`src/rtl/intc_cmd_pkg.sv`:
```
package intc_cmd_pkg;

    localparam int BYTE_W = 8;
    localparam int IDX_W  = 3;

    typedef enum logic [1:0] {
        PH_RUN   = 2'd0,
        PH_BASE  = 2'd1,
        PH_SKIP  = 2'd2,
        PH_EXTRA = 2'd3
    } phase_t;

    typedef enum logic [2:0] {
        K_NONE,
        K_START,
        K_MODE,
        K_CMD,
        K_DATA
    } wkind_t;

    typedef enum logic [2:0] {
        C_ROT_OFF = 3'd0,
        C_NS_EOI  = 3'd1,
        C_NOP     = 3'd2,
        C_SP_EOI  = 3'd3,
        C_ROT_ON  = 3'd4,
        C_NS_ROT  = 3'd5,
        C_SET_PRI = 3'd6,
        C_SP_ROT  = 3'd7
    } cmd_t;

    typedef struct packed {
        logic              ld_rot;
        logic              rot_val;
        logic [BYTE_W-1:0] clr;
        logic              ld_off;
        logic [IDX_W-1:0]  off;
        logic              upd;
    } cmd_eff_t;

    function automatic logic [BYTE_W-1:0] line_bit(input logic [IDX_W-1:0] n);
        logic [BYTE_W-1:0] r;
        r    = '0;
        r[n] = 1'b1;
        return r;
    endfunction

    function automatic logic [IDX_W-1:0] next_line(input logic [IDX_W-1:0] n);
        return IDX_W'(n + IDX_W'(1));
    endfunction

endpackage

```
`src/rtl/intc_word_classify.sv`:
```
module intc_word_classify
    import intc_cmd_pkg::*;
(
    input  logic   wr_en,
    input  logic   addr,
    input  logic   bit_start,
    input  logic   bit_mode,
    output wkind_t kind
);
    always_comb begin
        kind = K_NONE;
        if (wr_en) begin
            if (addr)           kind = K_DATA;
            else if (bit_start) kind = K_START;
            else if (bit_mode)  kind = K_MODE;
            else                kind = K_CMD;
        end
    end
endmodule

```
`src/rtl/intc_init_seq.sv`:
```
module intc_init_seq
    import intc_cmd_pkg::*;
(
    input  logic   clk,
    input  logic   rst,
    input  wkind_t kind,
    input  logic   ext_req,
    output phase_t phase,
    output logic   ext_word,
    output logic   ld_mask,
    output logic   ld_base,
    output logic   ld_extra
);
    always_ff @(posedge clk) begin
        if (rst) begin
            phase    <= PH_RUN;
            ext_word <= 1'b0;
        end else if (kind == K_START) begin
            ext_word <= ext_req;
            phase    <= PH_BASE;
        end else if (kind == K_DATA) begin
            case (phase)
                PH_BASE:  phase <= PH_SKIP;
                PH_SKIP:  phase <= ext_word ? PH_EXTRA : PH_RUN;
                PH_EXTRA: phase <= PH_RUN;
                default:  phase <= PH_RUN;
            endcase
        end
    end

    always_comb begin
        ld_mask  = (kind == K_DATA) && (phase == PH_RUN);
        ld_base  = (kind == K_DATA) && (phase == PH_BASE);
        ld_extra = (kind == K_DATA) && (phase == PH_EXTRA);
    end
endmodule

```
`src/rtl/intc_cmd_exec.sv`:
```
module intc_cmd_exec
    import intc_cmd_pkg::*;
(
    input  logic             en,
    input  logic [2:0]       op,
    input  logic [IDX_W-1:0] arg,
    input  logic             top_valid,
    input  logic [IDX_W-1:0] top_line,
    output cmd_eff_t         eff
);
    always_comb begin
        eff = '0;
        if (en) begin
            case (cmd_t'(op))
                C_ROT_OFF, C_ROT_ON: begin
                    eff.ld_rot  = 1'b1;
                    eff.rot_val = op[2];
                end
                C_NS_EOI, C_NS_ROT: begin
                    if (top_valid) begin
                        eff.clr = line_bit(top_line);
                        eff.upd = 1'b1;
                        if (op[2]) begin
                            eff.ld_off = 1'b1;
                            eff.off    = next_line(top_line);
                        end
                    end
                end
                C_SP_EOI: begin
                    eff.clr = line_bit(arg);
                    eff.upd = 1'b1;
                end
                C_SET_PRI: begin
                    eff.ld_off = 1'b1;
                    eff.off    = next_line(arg);
                    eff.upd    = 1'b1;
                end
                C_SP_ROT: begin
                    eff.clr    = line_bit(arg);
                    eff.ld_off = 1'b1;
                    eff.off    = next_line(arg);
                    eff.upd    = 1'b1;
                end
                default: eff = '0;
            endcase
        end
    end
endmodule

```
`src/rtl/intc_readback.sv`:
```
module intc_readback
    import intc_cmd_pkg::*;
(
    input  logic              addr,
    input  logic              sel_isr,
    input  logic              poll,
    input  logic [BYTE_W-1:0] isr_in,
    input  logic [BYTE_W-1:0] irr_in,
    input  logic [BYTE_W-1:0] imr,
    input  logic              win_valid,
    input  logic [IDX_W-1:0]  win_line,
    output logic [BYTE_W-1:0] rd_val,
    output logic [BYTE_W-1:0] poll_clr,
    output logic              poll_hit
);
    localparam int PAD_W = BYTE_W - IDX_W;

    always_comb begin
        poll_clr = '0;
        poll_hit = 1'b0;
        if (poll) begin
            if (win_valid) begin
                rd_val   = {{PAD_W{1'b0}}, win_line};
                poll_clr = line_bit(win_line);
                poll_hit = 1'b1;
            end else begin
                rd_val = BYTE_W'(7);
            end
        end else if (addr) begin
            rd_val = imr;
        end else begin
            rd_val = sel_isr ? isr_in : irr_in;
        end
    end
endmodule

```
`src/rtl/intc_cmd_decoder.sv`:
```
module intc_cmd_decoder
    import intc_cmd_pkg::*;
#(
    parameter logic [7:0] LVL_MASK = 8'hF8
) (
    input  logic       clk,
    input  logic       rst,
    input  logic       bus_wr,
    input  logic       bus_rd,
    input  logic       bus_addr,
    input  logic [7:0] bus_wdata,
    input  logic       lvl_wr,
    input  logic [7:0] lvl_wdata,
    input  logic [7:0] isr_in,
    input  logic [7:0] irr_in,
    input  logic       isr_top_valid,
    input  logic [2:0] isr_top_line,
    input  logic       win_valid,
    input  logic [2:0] win_line,
    output logic [7:0] bus_rdata,
    output logic [7:0] mask_q,
    output logic [4:0] vec_base,
    output logic [2:0] prio_off,
    output logic       rsel_isr,
    output logic       poll_armed,
    output logic       spec_mask,
    output logic       auto_eoi,
    output logic       rot_on_aeoi,
    output logic       nested_mode,
    output logic       ext_word,
    output logic [1:0] init_phase,
    output logic [7:0] lvl_sel,
    output logic [7:0] isr_clr,
    output logic [7:0] irr_clr,
    output logic       lvl_hist_clr,
    output logic       res_update
);
    localparam int BASE_W = BYTE_W - IDX_W;

    wkind_t            kind;
    phase_t            phase;
    logic              ld_mask;
    logic              ld_base;
    logic              ld_extra;
    cmd_eff_t          eff;
    logic [BYTE_W-1:0] rd_val;
    logic [BYTE_W-1:0] poll_clr;
    logic              poll_hit;

    intc_word_classify u_classify (
        .wr_en     (bus_wr),
        .addr      (bus_addr),
        .bit_start (bus_wdata[4]),
        .bit_mode  (bus_wdata[3]),
        .kind      (kind)
    );

    intc_init_seq u_seq (
        .clk      (clk),
        .rst      (rst),
        .kind     (kind),
        .ext_req  (bus_wdata[0]),
        .phase    (phase),
        .ext_word (ext_word),
        .ld_mask  (ld_mask),
        .ld_base  (ld_base),
        .ld_extra (ld_extra)
    );

    intc_cmd_exec u_exec (
        .en        (kind == K_CMD),
        .op        (bus_wdata[7:5]),
        .arg       (bus_wdata[IDX_W-1:0]),
        .top_valid (isr_top_valid),
        .top_line  (isr_top_line),
        .eff       (eff)
    );

    intc_readback u_rb (
        .addr      (bus_addr),
        .sel_isr   (rsel_isr),
        .poll      (poll_armed),
        .isr_in    (isr_in),
        .irr_in    (irr_in),
        .imr       (mask_q),
        .win_valid (win_valid),
        .win_line  (win_line),
        .rd_val    (rd_val),
        .poll_clr  (poll_clr),
        .poll_hit  (poll_hit)
    );

    assign init_phase = phase;

    always_ff @(posedge clk) begin
        if (rst) begin
            lvl_sel <= '0;
        end else if (lvl_wr) begin
            lvl_sel <= lvl_wdata & LVL_MASK;
        end
    end

    always_ff @(posedge clk) begin
        if (rst) begin
            bus_rdata    <= '0;
            mask_q       <= '0;
            vec_base     <= '0;
            prio_off     <= '0;
            rsel_isr     <= 1'b0;
            poll_armed   <= 1'b0;
            spec_mask    <= 1'b0;
            auto_eoi     <= 1'b0;
            rot_on_aeoi  <= 1'b0;
            nested_mode  <= 1'b0;
            isr_clr      <= '0;
            irr_clr      <= '0;
            lvl_hist_clr <= 1'b0;
            res_update   <= 1'b0;
        end else begin
            isr_clr      <= '0;
            irr_clr      <= '0;
            lvl_hist_clr <= 1'b0;
            res_update   <= 1'b0;

            if (bus_rd) begin
                bus_rdata <= rd_val;
                if (poll_armed) begin
                    poll_armed <= 1'b0;
                    if (poll_hit) begin
                        isr_clr    <= poll_clr;
                        irr_clr    <= poll_clr;
                        res_update <= 1'b1;
                    end
                end
            end

            case (kind)
                K_START: begin
                    mask_q       <= '0;
                    prio_off     <= '0;
                    spec_mask    <= 1'b0;
                    rsel_isr     <= 1'b0;
                    if (!bus_wdata[0]) begin
                        nested_mode <= 1'b0;
                        auto_eoi    <= 1'b0;
                    end
                    irr_clr      <= ~lvl_sel;
                    lvl_hist_clr <= 1'b1;
                    res_update   <= 1'b1;
                end
                K_MODE: begin
                    if (bus_wdata[2]) poll_armed <= 1'b1;
                    if (bus_wdata[1]) rsel_isr   <= bus_wdata[0];
                    if (bus_wdata[6]) spec_mask  <= bus_wdata[5];
                end
                K_CMD: begin
                    if (eff.ld_rot) rot_on_aeoi <= eff.rot_val;
                    if (eff.ld_off) prio_off    <= eff.off;
                    isr_clr    <= eff.clr;
                    res_update <= eff.upd;
                end
                K_DATA: begin
                    if (ld_mask) begin
                        mask_q     <= bus_wdata;
                        res_update <= 1'b1;
                    end
                    if (ld_base)  vec_base <= bus_wdata[BYTE_W-1:IDX_W];
                    if (ld_extra) begin
                        nested_mode <= bus_wdata[4];
                        auto_eoi    <= bus_wdata[1];
                    end
                end
                default: ;
            endcase
        end
    end

    // The base field and the phase must fit the byte split used above.
    initial begin
        if (BASE_W != 5) $error("vector base width must be five bits");
    end
endmodule

```
`config.mk`:
```
export PLATFORM = sky130hd
export DESIGN_NAME = intc_cmd_decoder
export DESIGN_NICKNAME = d
export VERILOG_FILES = /design/src/rtl/intc_cmd_pkg.sv /design/src/rtl/intc_word_classify.sv /design/src/rtl/intc_init_seq.sv /design/src/rtl/intc_cmd_exec.sv /design/src/rtl/intc_readback.sv /design/src/rtl/intc_cmd_decoder.sv
export SDC_FILE = /design/constraint.sdc
export NUM_CORES = 1
export LEC_CHECK = 0
export ABC_AREA = 0
export BUFFER_PORTS_ARGS = -buffer_cell sky130_fd_sc_hd__buf_2
export CELL_PAD_IN_SITES_DETAIL_PLACEMENT = 1
export CELL_PAD_IN_SITES_GLOBAL_PLACEMENT = 1
export CORE_ASPECT_RATIO = 1.4
export CORE_MARGIN = 4
export CORE_UTILIZATION = 40
export DETAILED_ROUTE_END_ITERATION = 6
export PLACE_DENSITY = 0.84
export RECOVER_POWER = 100
export SETUP_SLACK_MARGIN = 0.15
export SKIP_LAST_GASP = 1
export SYNTH_ARGS = -nofsm -noshare
export SYNTH_HDL_FRONTEND = slang
export SYNTH_HIERARCHICAL = 1
export SYNTH_SLANG_ARGS = --single-unit
```
`constraint.sdc`:
```
create_clock -name clk -period 5.64 [get_ports clk]
set_input_delay 1.128 -clock clk [delete_from_list [all_inputs] [get_ports clk]]
set_output_delay 1.128 -clock clk [all_outputs]
set_load 0.01 [all_outputs]
```
==> impl_results.md <==
- Post-CTS setup buffers: 0
- Commonest non-fill, non-tap cell in the layout: clkbuf_1
- Status: finished with violations
- Drt first pass iters: 4
- DR DRC count: 0
- Total number of vias: 2856
- Main synth FF type: dfxtp_1
- Commonest cells after routing, fill and taps aside: clkbuf_1, dfxtp_1, buf_2, nor2_1, a21oi_1
- Reg clk slew, reported paths: 100 ps
- CP Capture Type: register
- Mapped Cells: 353
- Initial DRC count: approximately 110
- Seq cells post-synth: 56
- Initial Util: 0.4156
- CP Launch Type: input port
- Netlist Area Pre-Place: 3098 µm²
- Worst Tran Pin Value: 2529 ps
- Non-Filler Instances: approximately 530
- Clock skew: 13.34 ps
- Hold Buf Count CTS: 0
- Slew Limit Fails: 60
- Maxcap violations: 1
- Die X-Extent: 82.38 µm
- Fin crit period: around 4300 ps
- Vias in the first global route: between 2k and 3k
- Inst Count DP: 523
- Met2 wire len: between 4000 and 5000 µm
- Post-route setup TNS: 0 ps
- Routed met1 length: roughly 3500 µm
- Top Ports: 105
- Largest net degree at the start of global routing: 60
- Area Growth Syn to Fin: 14.78%
- Post-synth ARST share: 0
- Yosys Warn Count: 6
- GP Congestion: between 0.7 and 0.8
- CP required: 5740 ps
- Crit path max fanout: 20
- Path type of the worst min-delay path: reg -> reg
- Slew margin rel.: -0.6862
- Initial antenna violation count: 0
- N_diodes: 0
- Synth area leaders: dfxtp_1, mux2i_1, a21oi_1, nor2_1, nand3_1
- Total core area: 7453 µm²
- # setup viols final: 0
- Sequential area share after synthesis: 0.3619
- Mapped Avg Cell Area: 8.776 µm²
- Hold Slack: 480.0 ps
- Die Ht: 112.1 µm
- Unrepaired setup endpoints after global routing: no
- Die Area: 9237 µm²
- First-pass GRT wire length: 14100 µm
- DR WL/cell: about 16 µm
- Max IR drop VDD: 0.00008900 V
- DR top layer: met4
- Root Driver: clkbuf_8
- TritonCTS Buffers: 5
- Met3 wire len: around 420 µm
- Grt ovf: 0
- Rows: 37
- Tot GR Track Use: 0.1943
- Critical path arrival: 4370 ps
- Share of cells above drive strength 1: 0.1498
- CTS H-tree depth: 2
- CTS tree: yes
- Worst setup path class: in -> reg
- Post-DRT Antenna Nets: 0
- Layout Nets: 485
- Post-synth EDFFs: 0
- Fillers: 962
- Failing checks: max-capacitance violations, max-slew violations
- Tcrit/Tclk final: 0.7558
- Clock sink count: 56
- Endpoints failing hold: 0
- Yosys top cell by area: dfxtp_1
- Max Fclk: 234.6 MHz
- Vias/cell: 5.379
- IO Port Bufs: 98
- Power Dens Cells: between 200 and 250 nW/µm²
- LEAKAGE: 0.001265 µW
- CTS max path bufs: 2
- Synth cell types: 53
- Post-CTS sizing: 0
- Half-perimeter wire length after placement: 6614 µm
- Post-synth top area share: 0.3619
- Worst skew pair latency: 330 ps
- Final WL: 8748 µm
-- path summary, 6_finish.rpt --
kind / from / endpoint / depth (start not counted) / slack, ps
hold reg to reg: auto_eoi / auto_eoi / 2 / 480
setup reg to reg: poll_armed / res_update / 4 / 3610
hold / removal: auto_eoi / auto_eoi / 2 / 480
setup / recovery: bus_addr / prio_off[1] / 11 / 1380
-- stage by stage --
step                      power, µW  area, µm²    util  setup slack, ps
after floorplan               491.9       3105       -             2787
after global placement        529.9       3532  0.4739             1663
after detailed placement      534.3       3532  0.4739             1549
after CTS                     798.0       3640  0.4883             1935
after global routing          823.5       3556  0.4771            938.3
final                         785.6       3556  0.4771             1377
-- critical path: stages --
cell and delay (ps):
clkbuf_1 200, nand2b_1 230, nor2_1 90, clkbuf_1 610
nand3b_1 530, inv_1 570, o21ai_0 320, a21oi_1 320
nor2b_1 110, o21ai_0 160, a21oi_1 90
-- sequential cells by signal, indices dropped and copies added (netlist names) --
signal / flops
bus_rdata: 8
irr_clr: 8
isr_clr: 8
mask_q: 8
lvl_sel: 5
vec_base: 5
prio_off: 3
u_seq/phase: 2
auto_eoi: 1
lvl_hist_clr: 1
nested_mode: 1
poll_armed: 1
res_update: 1
rot_on_aeoi: 1
rsel_isr: 1
spec_mask: 1
u_seq/ext_word: 1
-- cell usage after synthesis (all sizes together), types with 2 or more instances --
master   count
a211oi       9
a21oi       34
a22oi        2
and2         8
and3b        3
and4bb       2
buf         19
clkbuf       9
dfxtp       56
ha           6
inv          8
mux2i       29
nand2       15
nand2b       8
nand3       28
nand3b       7
nand4        2
nand4b       5
nand4bb      3
nor2        37
nor2b        7
nor3         2
nor3b        7
nor4bb       2
o211ai       8
o21ai        8
o22ai        9
or2          2
or2b         5
or3          2
xor2         2
-- layout make-up --
cell class	instances	area (µm²)	share of cell area
clock buffer	6	72.57	0.02041
clock inverter	2	35.03	0.009852
tap	97	121.4	0.03413
inverter	8	30.03	0.008445
sequential	56	1121	0.3153
timing repair buffer	99	421.7	0.1186
multi-input combinational	263	1754	0.4933
-- power by group --
part	switching, µW	leakage (µW)	internal (µW)	total [µW]
Clock	132	0.0000552	132	264
Sequential	7.44	0.000455	406	413
Combinational	65.5	0.000756	42.6	108
-- metal layers --
layer,vias up,track usage
li1,1418,-
met1,1343,0.2170
met2,75,0.3453
met3,20,0.03210
met4,0,0.09202
met5,-,0
-- kinds of logic (layout without fill, tap and decap cells) --
group,count (synthesis),count (layout),synth area share
adders and majority gates,6,6,0.02423
xor gates and xnor gates,2,2,0.005655
and+or+nand+nor,148,148,0.2932
muxes,29,29,0.09370
AOI/OAI and AO/OA,75,75,0.1482
buffers and inverters,36,115,0.07189
DFF,56,56,0.3619
other,1,3,0.001210
No activity file was read; power rests on OpenSTA's default activity.
